<file path="src/rtl/rx_asm_pkg.sv">
package rx_asm_pkg;

    localparam int SR_W     = 9;
    localparam int BYTE_W   = 8;
    localparam int CNT_W    = 4;
    localparam int MIN_BITS = 5;

    typedef enum logic [1:0] {
        MODE_ASYNC = 2'b00,
        MODE_CSYNC = 2'b01,
        MODE_FRAME = 2'b10,
        MODE_RSVD  = 2'b11
    } rx_mode_e;

    typedef enum logic {
        RX_OFF = 1'b0,
        RX_ASM = 1'b1
    } rx_state_e;

endpackage

</file>
<file path="src/rtl/rx_en_gate.sv">
module rx_en_gate (
    input  logic clk,
    input  logic rst_n,
    input  logic rx_en,
    input  logic auto_en,
    input  logic dcd_n,
    output logic dcd_q,
    output logic run
);

    always_ff @(posedge clk or negedge rst_n) begin
        if (!rst_n) begin
            dcd_q <= 1'b1;
        end else begin
            dcd_q <= dcd_n;
        end
    end

    always_comb begin
        run = rx_en && (!auto_en || !dcd_q);
    end

endmodule

</file>
<file path="src/rtl/rx_bit_counter.sv">
module rx_bit_counter
    import rx_asm_pkg::*;
(
    input  logic             clk,
    input  logic             rst_n,
    input  logic             clr,
    input  logic             accept,
    input  logic [1:0]       len_code,
    input  logic             par_en,
    output logic [CNT_W-1:0] n_bits,
    output logic             done
);

    logic [CNT_W-1:0] cnt;
    logic [CNT_W-1:0] target;

    always_comb begin
        target = CNT_W'(MIN_BITS) + {{(CNT_W-2){1'b0}}, len_code}
                 + {{(CNT_W-1){1'b0}}, par_en};
        n_bits = cnt + CNT_W'(1);
        done   = accept && (n_bits >= target);
    end

    always_ff @(posedge clk or negedge rst_n) begin
        if (!rst_n) begin
            cnt <= '0;
        end else if (clr || done) begin
            cnt <= '0;
        end else if (accept) begin
            cnt <= n_bits;
        end
    end

endmodule

</file>
<file path="src/rtl/rx_byte_former.sv">
module rx_byte_former
    import rx_asm_pkg::*;
(
    input  logic              clk,
    input  logic              rst_n,
    input  logic              accept,
    input  logic              bit_in,
    input  logic [1:0]        mode,
    input  logic [CNT_W-1:0]  n_bits,
    output logic [BYTE_W-1:0] byte_val
);

    logic [SR_W-1:0]   sr;
    logic [SR_W-1:0]   full;
    logic [SR_W-1:0]   aligned;
    logic [BYTE_W-1:0] fill;

    always_ff @(posedge clk or negedge rst_n) begin
        if (!rst_n) begin
            sr <= '0;
        end else if (accept) begin
            sr <= full;
        end
    end

    always_comb begin
        full    = {bit_in, sr[SR_W-1:1]};
        aligned = full >> (CNT_W'(SR_W) - n_bits);
        if (n_bits >= CNT_W'(BYTE_W)) begin
            fill = '0;
        end else begin
            fill = {BYTE_W{1'b1}} << n_bits;
        end
        unique case (rx_mode_e'(mode))
            MODE_ASYNC: byte_val = aligned[BYTE_W-1:0] | fill;
            MODE_CSYNC,
            MODE_FRAME,
            MODE_RSVD:  byte_val = full[SR_W-1:SR_W-BYTE_W];
            default:    byte_val = full[SR_W-1:SR_W-BYTE_W];
        endcase
    end

endmodule

</file>
<file path="src/rtl/rx_char_assembler.sv">
module rx_char_assembler
    import rx_asm_pkg::*;
(
    input  logic        clk,
    input  logic        rst_n,
    input  logic        bit_in,
    input  logic        bit_valid,
    input  logic [1:0]  len_code,
    input  logic        par_en,
    input  logic [1:0]  mode,
    input  logic        rx_en,
    input  logic        auto_en,
    input  logic        dcd_n,
    output logic [7:0]  byte_out,
    output logic        byte_push,
    output logic        dcd_status
);

    rx_state_e         state, state_nx;
    logic              run;
    logic              dcd_q;
    logic              accept;
    logic              clr;
    logic              done;
    logic [CNT_W-1:0]  n_bits;
    logic [BYTE_W-1:0] byte_val;

    rx_en_gate u_gate (
        .clk     (clk),
        .rst_n   (rst_n),
        .rx_en   (rx_en),
        .auto_en (auto_en),
        .dcd_n   (dcd_n),
        .dcd_q   (dcd_q),
        .run     (run)
    );

    always_comb begin
        state_nx = state;
        unique case (state)
            RX_OFF: if (run)  state_nx = RX_ASM;  // GO
            RX_ASM: if (!run) state_nx = RX_OFF;  // STOP
            default: state_nx = RX_OFF;
        endcase
    end

    always_ff @(posedge clk or negedge rst_n) begin
        if (!rst_n) begin
            state <= RX_OFF;
        end else begin
            state <= state_nx;
        end
    end

    always_comb begin
        accept = (state == RX_ASM) && run && bit_valid;
        clr    = (state == RX_OFF);
    end

    rx_bit_counter u_cnt (
        .clk      (clk),
        .rst_n    (rst_n),
        .clr      (clr),
        .accept   (accept),
        .len_code (len_code),
        .par_en   (par_en),
        .n_bits   (n_bits),
        .done     (done)
    );

    rx_byte_former u_form (
        .clk      (clk),
        .rst_n    (rst_n),
        .accept   (accept),
        .bit_in   (bit_in),
        .mode     (mode),
        .n_bits   (n_bits),
        .byte_val (byte_val)
    );

    always_ff @(posedge clk or negedge rst_n) begin
        if (!rst_n) begin
            byte_out  <= '0;
            byte_push <= 1'b0;
        end else begin
            byte_push <= done;
            if (done) begin
                byte_out <= byte_val;
            end
        end
    end

    assign dcd_status = dcd_q;

endmodule

</file>
<file path="config.mk">
export PLATFORM = sky130hd
export DESIGN_NAME = rx_char_assembler
export DESIGN_NICKNAME = d
export VERILOG_FILES = /design/src/rtl/rx_asm_pkg.sv /design/src/rtl/rx_en_gate.sv /design/src/rtl/rx_bit_counter.sv /design/src/rtl/rx_byte_former.sv /design/src/rtl/rx_char_assembler.sv
export SDC_FILE = /design/constraint.sdc
export NUM_CORES = 1
export LEC_CHECK = 0
export BUFFER_PORTS_ARGS = -buffer_cell sky130_fd_sc_hd__buf_2
export CAP_MARGIN = 5
export CELL_PAD_IN_SITES_DETAIL_PLACEMENT = 1
export CELL_PAD_IN_SITES_GLOBAL_PLACEMENT = 2
export CORE_MARGIN = 2
export CORE_UTILIZATION = 36
export DETAILED_ROUTE_END_ITERATION = 6
export PLACE_DENSITY_LB_ADDON = 0.1
export REMOVE_ABC_BUFFERS = 1
export SYNTH_ARGS = -nofsm -noshare
export SYNTH_HDL_FRONTEND = slang
export SYNTH_SLANG_ARGS = --single-unit
</file>
<file path="constraint.sdc">
create_clock -name clk -period 3.3 [get_ports clk]
set_clock_uncertainty 0.05 [all_clocks]
set_input_delay 0.825 -clock clk [delete_from_list [all_inputs] [get_ports clk]]
set_output_delay 0.825 -clock clk [all_outputs]
set_load 0.01 [all_outputs]
</file>
==> Flow_metrics.wiki, run 1 <==
{| class="wikitable"
! Metric !! Value
|-
| 1st-pass router iterations || 4
|-
| Outcome || complete, no violations
|-
| IO Port Bufs || 21
|-
| Sequential fraction of the synthesis area || 36.5%
|-
| Clock transition time at the flip-flop clock pins of the worst setup and hold paths || 0.07 ns
|-
| Leakage power summed over all cells || 0.000842 uW
|-
| Biggest area contributors in the synthesized netlist || sky130_fd_sc_hd__dfrtp_1 (35%), sky130_fd_sc_hd__mux2_2 (12%), sky130_fd_sc_hd__ha_1 (7.9%)
|-
| Endpoint class of the critical path || flop
|-
| Total of warnings raised by yosys || 0
|-
| Peak supply drop || 272 uV
|-
| TritonCTS clock tree || yes
|-
| Vias per cell || 5.36
|-
| Delay-heaviest family, CP || adder cells
|-
| Antenna violations before repair || 0
|-
| Accumulated negative setup slack || 0 ns
|-
| Wire length of the first global-routing pass || 6690 microns
|-
| Ratio of cells with drive above 1 in the final layout || 29.4%
|-
| Minimum clock period || 2.91 ns
|-
| Pwr per Cell Area || 381 nW/um^2
|-
| GRT met3 Usage || 2.02%
|-
| Fmax || 343 MHz
|-
| Count of cells resized by post-cts repair || 0
|-
| Area enclosed by the die boundary || 4930 sq um
|-
| Post-cts hold buffer count || 0
|-
| Share of the clock period used by the worst path || 88.3%
|-
| Startpoint types || flop
|-
| Final slew viol count || 0
|-
| Vertical extent of the die || 70.2 microns
|-
| Slew @ Worst Pin || 0.551 ns
|-
| Placer's final routability congestion estimate || 0.745
|-
| Bufs on Longest Clock Path || 2
|-
| Post-Synthesis Cell Area || 1580 sq um
|-
| Max cap viols || 0
|-
| Syn_area_per_cell || 10.2 sq um
|-
| GRT met2 Usage || 26.8%
|-
| Clock insertion delay at the later pin of the skew report || 0.25 ns
|-
| Number of distinct standard cells referenced by the synthesized netlist || 39
|-
| Total wire length after detailed routing || 3900 microns
|-
| Area of the core region || 4290 sq um
|-
| Most used cell along the critical path || sky130_fd_sc_hd__ha_1
|-
| Class of the tightest hold or removal check || reg -> reg
|-
| Post-detailed-placement half-perimeter wirelength || 3040 microns
|-
| Number of diodes || 0
|-
| FF+latch count, synth || 23
|-
| Post-layout total power || 689 uW
|-
| Signal arrival time at the worst endpoint || 3.01 ns
|-
| Start-to-end type of the worst setup path || reg -> reg
|-
| Top-area cell type share of the netlist area || 34.9%
|-
| Number of top-level design ports || 22
|-
| Initial core utilization || 36.8%
|-
| Largest net degree at the start of global routing || 24
|-
| H-tree levels || 1
|-
| Iteration-0 DRC Markers || 27
|-
| Layout-stage area growth over the synthesis result || 14.5%
|-
| Via count of the first global-routing pass || 1323
|-
| Buffers inserted by post-CTS timing repair || 0
|-
| Site row count || 24
|-
| Average routed wire per standard cell || 16.8 microns
|-
| RSZ-0062 raised after global routing || false
|-
| CTS root buf || sky130_fd_sc_hd__clkbuf_8
|-
| Most heavily used metal layer in global routing || met2
|-
| Slowest library cell on the worst path || sky130_fd_sc_hd__a2111oi_0
|-
| Biggest fanout along the worst timing path || 11
|-
| Most area-hungry cell type in the Yosys netlist || sky130_fd_sc_hd__dfrtp_1
|-
| Final Hold Vio Count || 0
|-
| Final #Nets || 203
|-
| Total CTS buffers || 3
|-
| Worst stage delay on the critical path || 0.51 ns
|-
| Global routing usage summed across all routing layers || 16.9%
|-
| Cell Chain, Critical Path || ha_1, inv_1, ha_1, inv_1, ha_1, nor2_1, and3_1, a2111oi_0, nor2_1, mux2_2
|-
| Count of mapped cells out of synthesis || 155
|-
| Worst slew margin relative to its limit || 62.3%
|-
| Count of unresolved DRC violations after routing || 0
|-
| X dimension of the die || 70.2 microns
|-
| Total number of vias || 1243
|-
| Global-route track usage on met1 || 24.0%
|-
| Worst path bufs/invs || 2
|-
| Final Setup Violations || 0
|-
| Gr ovfl total || 0
|-
| Number of sinks on the clock net || 23
|-
| Worst EP required || 3.39 ns
|-
| Residual antenna-violating net count after detailed routing || 0
|}
[flip-flops by register name, indices dropped and copies added, names as in the netlist]
name and count:
u_form.sr 8, byte_push 1, u_gate.dcd_q 1, byte_out 8, u_cnt.cnt 4, state 1
[per-layer routing]
| layer | share of wire (%) | vias to the layer above | wire length (microns) |
|---|---|---|---|
| met5 | 0 | - | 0 |
| li1 | - | 609 | - |
| met3 | 2.4 | 2 | 95 |
| met1 | 50 | 616 | 1970 |
| met4 | 0.67 | 0 | 26 |
| met2 | 46 | 16 | 1820 |
[final timing paths]
check / startpoint / end / slack [ns] / cells after the start
max in group asynchronous: rst_n / u_gate.dcd_q / 2.38 / 1
min in group asynchronous: rst_n / byte_out[5] / 0.47 / 1
hold / removal: byte_out[1] / byte_out[1] / 0.46 / 1
setup reg to reg: u_cnt.cnt[0] / byte_out[5] / 0.39 / 10
setup / recovery: u_cnt.cnt[0] / byte_out[5] / 0.39 / 10
hold reg to reg: byte_out[1] / byte_out[1] / 0.46 / 1
[layout make-up]
class	instances	area, sq um
clock buffers	4	45.0
well taps	52	65.1
flip-flops and latches	23	577
fillers	511	2490
repair buffers	27	150
inverters	12	45.0
multi-input cells	114	926
[cell usage after synthesis (all sizes together)]
cell	instances
a211oi	1
and2	1
o21ai	5
ha	10
mux4	2
a21oi	9
and2b	1
a21boi	3
nor3b	2
nand3b	2
a311oi	1
dfstp	1
buf	3
or2	1
o211ai	5
inv	12
xnor2	1
mux2i	7
clkbuf	3
nand2b	2
and3	2
nor2	15
nand3	6
o31a	1
a22oi	2
nor3	2
nand2	9
a21o	1
a32o	2
a2111oi	1
o2111ai	1
dfrtp	22
mux2	17
a32oi	1
nor2b	1
[cell families (layout without fill, tap and decap cells)]
| group | Yosys count | after routing | synth area share (%) |
|---|---|---|---|
| AND/OR/NAND/NOR | 44 | 44 | 13.7 |
| AO/OA/AOI/OAI | 33 | 33 | 15.4 |
| adder cells (fa/ha/maj) | 10 | 10 | 7.92 |
| flip-flops | 23 | 23 | 36.5 |
| buffers and inverters | 18 | 43 | 4.83 |
| XOR/XNOR | 1 | 1 | 1.74 |
| multiplexers | 26 | 26 | 19.9 |
[per-stage QoR]
stage          std cells  utilization [%]  worst slack [ns]  hold WS (ns)  instance area [sq um]
2_1_floorplan        149                -             0.407         0.429                   1550
3_3_place_gp         228             41.1             0.341         0.438                   1760
3_5_place_dp         228             41.1             0.276         0.446                   1760
4_1_cts              232             42.1             0.351         0.464                   1810
5_1_grt              232             42.1             0.101         0.483                   1810
6_report             232             42.1             0.387         0.461                   1810
[report_power, final]
group          internal, uW  total [uW]  switching (uW)  leakage, uW
Combinational          77.8         159            81.1     0.000510
Sequential              313         363            50.3     0.000309
Clock                  85.9         167            81.2    0.0000228
Total                   477         689             213     0.000842
[layout by cell type, fill, tap and decap left out, types with 5 or more instances in the layout]
cell	instances
sky130_fd_sc_hd__dfrtp_1	22
sky130_fd_sc_hd__o211ai_1	5
sky130_fd_sc_hd__nor2_1	15
sky130_fd_sc_hd__mux2i_1	7
sky130_fd_sc_hd__buf_2	21
sky130_fd_sc_hd__buf_4	6
sky130_fd_sc_hd__mux2_2	17
sky130_fd_sc_hd__a21oi_1	8
sky130_fd_sc_hd__nand2_1	9
sky130_fd_sc_hd__o21ai_0	5
sky130_fd_sc_hd__nand3_1	6
sky130_fd_sc_hd__inv_1	12
sky130_fd_sc_hd__ha_1	10
Power figures use the tool's default switching activity.
==> run 2, diff against run 1 <==
- CORE_UTILIZATION: 36 -> 39
- CTS_CLUSTER_SIZE: not set -> 30
- clock period: 3.3 -> 3.8 ns (I/O delays scaled with it)
==> Flow_metrics.wiki, run 2 (same netlist as run 1, synthesis figures left out) <==
{| class="wikitable"
! Metric !! Value
|-
| Outcome || complete, no violations
|-
| TritonCTS clock tree || yes
|-
| Placer's final routability congestion estimate || 0.842 (+13%)
|-
| X dimension of the die || 67.6 microns (-3.7%)
|-
| Residual antenna-violating net count after detailed routing || 0 (unchanged)
|-
| Fin cells || 228 (-1.7%)
|-
| Area enclosed by the die boundary || 4570 sq um (-7.3%)
|-
| Registers with the most flip-flops || byte_out (8), u_form.sr (8), u_cnt.cnt (4)
|-
| Class of the tightest hold or removal check || reg -> reg
|-
| Final slew viol count || 0 (unchanged)
|-
| Antenna violations before repair || 0 (unchanged)
|-
| Worst hold-check slack || 0.455 ns (-0.00585 ns)
|-
| Number of sinks on the clock net || 23 (unchanged)
|-
| RSZ-0062 raised after global routing || false
|-
| Bufs on Longest Clock Path || 2 (unchanged)
|-
| Slew @ Worst Pin || 0.695 ns (+0.144 ns)
|-
| Max cap viols || 0 (unchanged)
|-
| Largest net degree at the start of global routing || 24 (unchanged)
|-
| Iteration-0 DRC Markers || 39 (+44%)
|-
| Signal arrival time at the worst endpoint || 3.25 ns (+0.24 ns)
|-
| Accumulated negative setup slack || 0 ns (unchanged)
|-
| Pwr per Cell Area || 334 nW/um^2 (-12%)
|-
| Number of diodes || 0 (unchanged)
|-
| Ratio of cells with drive above 1 in the final layout || 29.2% (-0.23 points)
|-
| Final Setup Violations || 0 (unchanged)
|-
| Peak supply drop || 222 uV (-18%)
|-
| Worst slew margin relative to its limit || 53.5% (-8.8 points)
|-
| Total number of vias || 1246 (+0.24%)
|-
| Post-cts hold buffer count || 0 (unchanged)
|-
| Site row count || 23 (-4.2%)
|-
| Area of the core region || 3940 sq um (-8.2%)
|-
| Dpl ws || 0.606 ns (+0.330 ns)
|-
| IO Port Bufs || 21 (unchanged)
|-
| Clock insertion delay at the later pin of the skew report || 0.27 ns (+0.02 ns)
|-
| Area occupied by multi-input gates || 926 sq um (unchanged)
|-
| Final Util || 45.4% (+3.3 points)
|-
| Worst EP required || 3.91 ns (+0.52 ns)
|-
| Gr ovfl total || 0 (unchanged)
|-
| Minimum clock period || 3.14 ns (+0.229 ns)
|-
| Commonest non-fill, non-tap cells in the layout || sky130_fd_sc_hd__dfrtp_1 (22), sky130_fd_sc_hd__buf_2 (21), sky130_fd_sc_hd__mux2_2 (17), sky130_fd_sc_hd__nor2_1 (15), sky130_fd_sc_hd__inv_1 (12)
|-
| Total wire length after detailed routing || 3760 microns (-3.7%)
|-
| Slowest library cell on the worst path || sky130_fd_sc_hd__dfrtp_1
|-
| Initial core utilization || 40.1% (+3.3 points)
|-
| CTS root buf || sky130_fd_sc_hd__clkbuf_8
|-
| Wire length of the first global-routing pass || 6020 microns (-10%)
|-
| Total CTS buffers || 3 (unchanged)
|-
| Leakage power summed over all cells || 0.000835 uW (-0.78%)
|-
| Layout-stage area growth over the synthesis result || 13.5%
|-
| Worst stage delay on the critical path || 0.53 ns (+0.02 ns)
|-
| Via count of the first global-routing pass || 1254 (-5.2%)
|-
| Buffers inserted by post-CTS timing repair || 0 (unchanged)
|-
| Most common cell after layout, fill and taps aside || sky130_fd_sc_hd__dfrtp_1
|-
| Count of cells resized by post-cts repair || 0 (unchanged)
|-
| Clock transition time at the flip-flop clock pins of the worst setup and hold paths || 0.08 ns (about the same)
|-
| Average routed wire per standard cell || 16.5 microns (-2.0%)
|-
| Slack of the worst reg-to-reg path || 0.66 ns (+0.27 ns)
|-
| H-tree levels || 1 (unchanged)
|-
| Share of the clock period used by the worst path || 82.7% (-5.6 points)
|-
| Filler cell count || 465 (-9.0%)
|-
| Endpoint class of the critical path || flop
|-
| Count of unresolved DRC violations after routing || 0 (unchanged)
|-
| Final #Nets || 201 (-0.99%)
|-
| Global routing usage summed across all routing layers || 18.0% (+1.1 points)
|-
| Start-to-end type of the worst setup path || reg -> reg
|-
| Final critical-path setup slack || 0.658 ns (+0.271 ns)
|-
| Cell Chain, Critical Path || ha_1, inv_1, ha_1, inv_1, ha_1, nor2_1, and3_1, a2111oi_0, nor2_1, mux2_2
|-
| Placed Cells incl. Taps || 224 (-1.8%)
|-
| Post-detailed-placement half-perimeter wirelength || 2890 microns (-4.8%)
|-
| 1st-pass router iterations || 4 (unchanged)
|-
| Fmax || 318 MHz (-7.3%)
|-
| Vertical extent of the die || 67.6 microns (-3.7%)
|-
| Most used cell along the critical path || sky130_fd_sc_hd__ha_1
|-
| Startpoint types || flop
|-
| Vias per cell || 5.46 (+2.0%)
|-
| Final Hold Vio Count || 0 (unchanged)
|-
| Register cell area after layout || 577 sq um (unchanged)
|-
| Number of top-level design ports || 22 (unchanged)
|-
| Biggest fanout along the worst timing path || 11 (unchanged)
|}
run 2: cell types whose count changed in the layout (fill, tap and decap cells not counted):
cell | previous run | this run
sky130_fd_sc_hd__buf_4 | 6 | 4
sky130_fd_sc_hd__clkinv_2 | 0 | 1
sky130_fd_sc_hd__clkbuf_1 | 1 | 0
run 2: power by group:
group / internal [uW] / switching (uW) / total (uW)
clock network: 73.2 / 76.1 / 149
registers: 272 / 45.5 / 317
logic: 66.9 / 64.9 / 132
total: 412 / 186 / 598
run 2: through the flow:
stage          total power (uW)  instance area, sq um
3_5_place_dp                452                  1750
5_1_grt                     637                  1790
2_1_floorplan               399                  1550
6_report                    598                  1790
3_3_place_gp                448                  1750
4_1_cts                     605                  1790
run 2: routing by layer:
metal  vias to the layer above  track usage [%]  share of wire [%]
met2                        26             27.6                 46
met1                       608             25.7                 50
met5                         -                0                  0
li1                        607                -                  -
met4                         0             7.65                1.6
met3                         5             2.00                3.0
run 2: final cells by class:
class	count	area share, %
Clock buffer	3	2.30
Clock inverter	1	0.279
Inverter	12	2.51
Multi-Input combinational cell	114	51.7
Sequential cell	23	32.2
Tap cell	50	3.49
Timing Repair Buffer	25	7.54
run 2: critical path, delay by kind of cell (launching register included):
family | cells | cell delay (ns)
fa+ha+maj | 3 | 1.13
compound gates | 1 | 0.51
flops | 1 | 0.53
simple gates | 3 | 0.40
buf+inv | 2 | 0.15
mux | 1 | 0.27
run 2: worst paths after layout:
check | startpoint | to | cells after the start
max reg2reg | u_cnt.cnt[0] | byte_out[5] | 10
min | byte_out[5] | byte_out[5] | 1
min reg2reg | byte_out[5] | byte_out[5] | 1
min in group asynchronous | rst_n | u_form.sr[5] | 1
max in group asynchronous | rst_n | u_gate.dcd_q | 1
max | u_cnt.cnt[0] | byte_out[5] | 10
==> run 3, diff against run 2 <==
- ABC_AREA: not set -> 1
- CORE_UTILIZATION: 39 -> 31
- clock period: 3.8 -> 3.1 ns (I/O delays scaled with it)
==> Flow_metrics.wiki, run 3 <==
{| class="wikitable"
! Metric !! Value
|-
| RSZ-0062 raised after global routing || false
|-
| Post-Synthesis Cell Area || 1650 sq um (+4.7%)
|-
| Final slew viol count || 0 (unchanged)
|-
| Bufs on Longest Clock Path || 2 (unchanged)
|-
| Slack of the worst reg-to-reg path || 0.62 ns (-0.04 ns)
|-
| Number of flops mapped to enable cells by yosys || 0 (unchanged)
|-
| Area enclosed by the die boundary || 5930 sq um (+30%)
|-
| Top post-synthesis cells by count || sky130_fd_sc_hd__nand2_1 (94), sky130_fd_sc_hd__nand3_1 (34), sky130_fd_sc_hd__inv_1 (31), sky130_fd_sc_hd__dfrtp_1 (22), sky130_fd_sc_hd__nor2_1 (19)
|-
| Minimum clock period || 2.48 ns (-0.660 ns)
|-
| Number of sinks on the clock net || 23 (unchanged)
|-
| Start-to-end type of the worst setup path || reg -> reg
|-
| Post-place instance area || 1840 sq um (+5.3%)
|-
| X dimension of the die || 77.0 microns (+14%)
|-
| Area of the core region || 5140 sq um (+30%)
|-
| Most common cell after layout, fill and taps aside || sky130_fd_sc_hd__nand2_1
|-
| Register-to-Register Path Depth || 11 (+1)
|-
| Biggest fanout along the worst timing path || 9 (-2)
|-
| Filler cell count || 707 (+52%)
|-
| Endpoint class of the critical path || flop
|-
| Critical R2R Capture || byte_out[5]
|-
| Placer's final routability congestion estimate || 0.775 (-8.0%)
|-
| IO Port Bufs || 21 (unchanged)
|-
| Number of distinct standard cells referenced by the synthesized netlist || 22 (-44%)
|-
| Slew @ Worst Pin || 0.546 ns (-0.149 ns)
|-
| Total number of vias || 1559 (+25%)
|-
| CTS root buf || sky130_fd_sc_hd__clkbuf_8
|-
| Clock insertion delay at the later pin of the skew report || 0.27 ns (about the same)
|-
| Layout-stage area growth over the synthesis result || 14.0%
|-
| Total CTS buffers || 3 (unchanged)
|-
| Initial core utilization || 32.2% (-7.9 points)
|-
| Pwr per Cell Area || 375 nW/um^2 (+12%)
|-
| Number of diodes || 0 (unchanged)
|-
| TritonCTS clock tree || yes
|-
| Startpoint types || flop
|-
| Count of mapped cells out of synthesis || 244 (+57%)
|-
| Biggest area contributors in the synthesized netlist || sky130_fd_sc_hd__dfrtp_1 (33%), sky130_fd_sc_hd__nand2_1 (21%), sky130_fd_sc_hd__nand3_1 (10%)
|-
| Critical Path Start || u_cnt.cnt[0]
|-
| Dpl ws || 0.485 ns (-0.121 ns)
|-
| Total non-filler cell area in the finished layout || 1880 sq um (+5.2%)
|-
| Via count of the first global-routing pass || 1590 (+27%)
|-
| Most area-hungry cell type in the Yosys netlist || sky130_fd_sc_hd__dfrtp_1
|-
| Count of unresolved DRC violations after routing || 0 (unchanged)
|-
| Total wire length after detailed routing || 4550 microns (+21%)
|-
| Fmax || 403 MHz (+27%)
|-
| Residual antenna-violating net count after detailed routing || 0 (unchanged)
|-
| 1st-pass router iterations || 4 (unchanged)
|-
| Final #Nets || 291 (+45%)
|-
| Signal arrival time at the worst endpoint || 2.64 ns (-0.61 ns)
|-
| Gr ovfl total || 0 (unchanged)
|-
| Ratio of cells with drive above 1 in the final layout || 16.0% (-13 points)
|-
| Commonest non-fill, non-tap cells in the layout || sky130_fd_sc_hd__nand2_1 (94), sky130_fd_sc_hd__nand3_1 (34), sky130_fd_sc_hd__inv_1 (31), sky130_fd_sc_hd__dfrtp_1 (22), sky130_fd_sc_hd__buf_2 (21)
|-
| Startpoint of the most critical register-to-register path || u_cnt.cnt[0]
|-
| Global routing usage summed across all routing layers || 16.6% (-1.4 points)
|-
| Count of cells resized by post-cts repair || 0 (unchanged)
|-
| FF+latch count, synth || 23 (unchanged)
|-
| Final critical-path setup slack || 0.618 ns (-0.0399 ns)
|-
| H-tree levels || 1 (unchanged)
|-
| Final Hold Vio Count || 0 (unchanged)
|-
| Site row count || 26 (+13%)
|-
| Outcome || complete, no violations
|-
| Final Setup Violations || 0 (unchanged)
|-
| Max cap viols || 0 (unchanged)
|-
| Final Util || 36.7% (-8.8 points)
|-
| Top-area cell type share of the netlist area || 33.3% (-1.6 points)
|-
| Post-detailed-placement half-perimeter wirelength || 3570 microns (+23%)
|-
| Accumulated negative setup slack || 0 ns (unchanged)
|-
| Largest net degree at the start of global routing || 24 (unchanged)
|-
| Total of warnings raised by yosys || 0 (unchanged)
|-
| Antenna violations before repair || 0 (unchanged)
|-
| Vertical extent of the die || 77.0 microns (+14%)
|-
| Buffers inserted by post-CTS timing repair || 0 (unchanged)
|-
| Number of top-level design ports || 22 (unchanged)
|-
| Class of the tightest hold or removal check || in -> async
|-
| Registers with the most flip-flops || byte_out (8), u_form.sr (8), u_cnt.cnt (4)
|-
| Area occupied by multi-input gates || 890 sq um (-3.9%)
|-
| Share of the clock period used by the worst path || 80.1% (-2.6 points)
|-
| Post-cts hold buffer count || 0 (unchanged)
|-
| Wire length of the first global-routing pass || 7830 microns (+30%)
|-
| Iteration-0 DRC Markers || 45 (+15%)
|-
| Vias per cell || 4.61 (-16%)
|-
| Worst slew margin relative to its limit || 63.6% (+10 points)
|-
| Setup crit end || byte_out[5]
|-
| Clock transition time at the flip-flop clock pins of the worst setup and hold paths || 0.09 ns (about the same)
|-
| Register cell area after layout || 577 sq um (unchanged)
|-
| Syn_area_per_cell || 6.77 sq um (-34%)
|-
| Average routed wire per standard cell || 13.4 microns (-18%)
|-
| Flip-flop cell with the highest count after synthesis || sky130_fd_sc_hd__dfrtp_1
|-
| Async set-or-reset flop fraction in the synthesized netlist || 100% (unchanged)
|-
| Most used standard cell by instance count after synthesis || sky130_fd_sc_hd__nand2_1
|-
| Sequential fraction of the synthesis area || 34.9% (-1.6 points)
|-
| Leakage power summed over all cells || 0.00112 uW (+34%)
|-
| Worst EP required || 3.26 ns (-0.65 ns)
|-
| Peak supply drop || 186 uV (-16%)
|}
-- run 3: through the flow --
step           instances  power [uW]  hold slack [ns]
2_1_floorplan        237         464            0.403
3_3_place_gp         334         523            0.411
3_5_place_dp         334         524            0.415
4_1_cts              338         724            0.439
5_1_grt              338         765            0.459
6_report             338         707            0.431
-- run 3: area by class of cell --
type / instances / area share (%)
sequential: 23 / 30.6
inverter: 35 / 7.10
multi-input combinational: 179 / 47.2
timing repair buffer: 27 / 7.97
clock buffer: 3 / 2.19
clock inverter: 1 / 0.266
tap: 70 / 4.65
-- run 3: how the worst min path moves through the flow --
stage	startpoint	end	slack (ns)
2_1_floorplan	u_form.sr[1]	u_form.sr[1]	0.40
3_3_place_gp	byte_out[2]	byte_out[2]	0.41
3_5_place_dp	byte_out[0]	byte_out[0]	0.41
4_1_cts	byte_out[0]	byte_out[0]	0.44
5_1_grt	rst_n	byte_out[3]	0.46
6_report	rst_n	byte_out[3]	0.43
-- run 3: layer usage --
metal  part of all wire (%)  track usage [%]
met5                      0                0
met4                   0.46             2.68
met3                    3.0             2.71
met2                     47             29.0
met1                     49             22.0
-- run 3: cell families (layout without fill, tap and decap cells) --
family,Yosys count,after routing,synth area share (%)
buffers and inverters,42,66,11.3
AOI/OAI and AO/OA,11,11,4.01
adders and majority gates,10,10,7.57
and+or+nand+nor,158,158,42.2
DFF,23,23,34.9
-- run 3: worst max-delay path, stage by stage (launching register included) --
cell and delay (ns):
sky130_fd_sc_hd__dfrtp_1 0.52, sky130_fd_sc_hd__ha_1 0.23, sky130_fd_sc_hd__inv_1 0.05, sky130_fd_sc_hd__ha_1 0.39
sky130_fd_sc_hd__inv_1 0.15, sky130_fd_sc_hd__ha_1 0.34, sky130_fd_sc_hd__nor2_1 0.16, sky130_fd_sc_hd__buf_4 0.16
sky130_fd_sc_hd__nand3_1 0.08, sky130_fd_sc_hd__nand3_1 0.11, sky130_fd_sc_hd__nand3_1 0.10, sky130_fd_sc_hd__nand2_1 0.08
-- run 3: power by group --
group	leakage [uW]	switching (uW)	internal, uW
registers	0.000304	37.5	330
clock network	0.0000255	103	89.9
logic	0.000787	93.0	53.7
total	0.00112	234	473
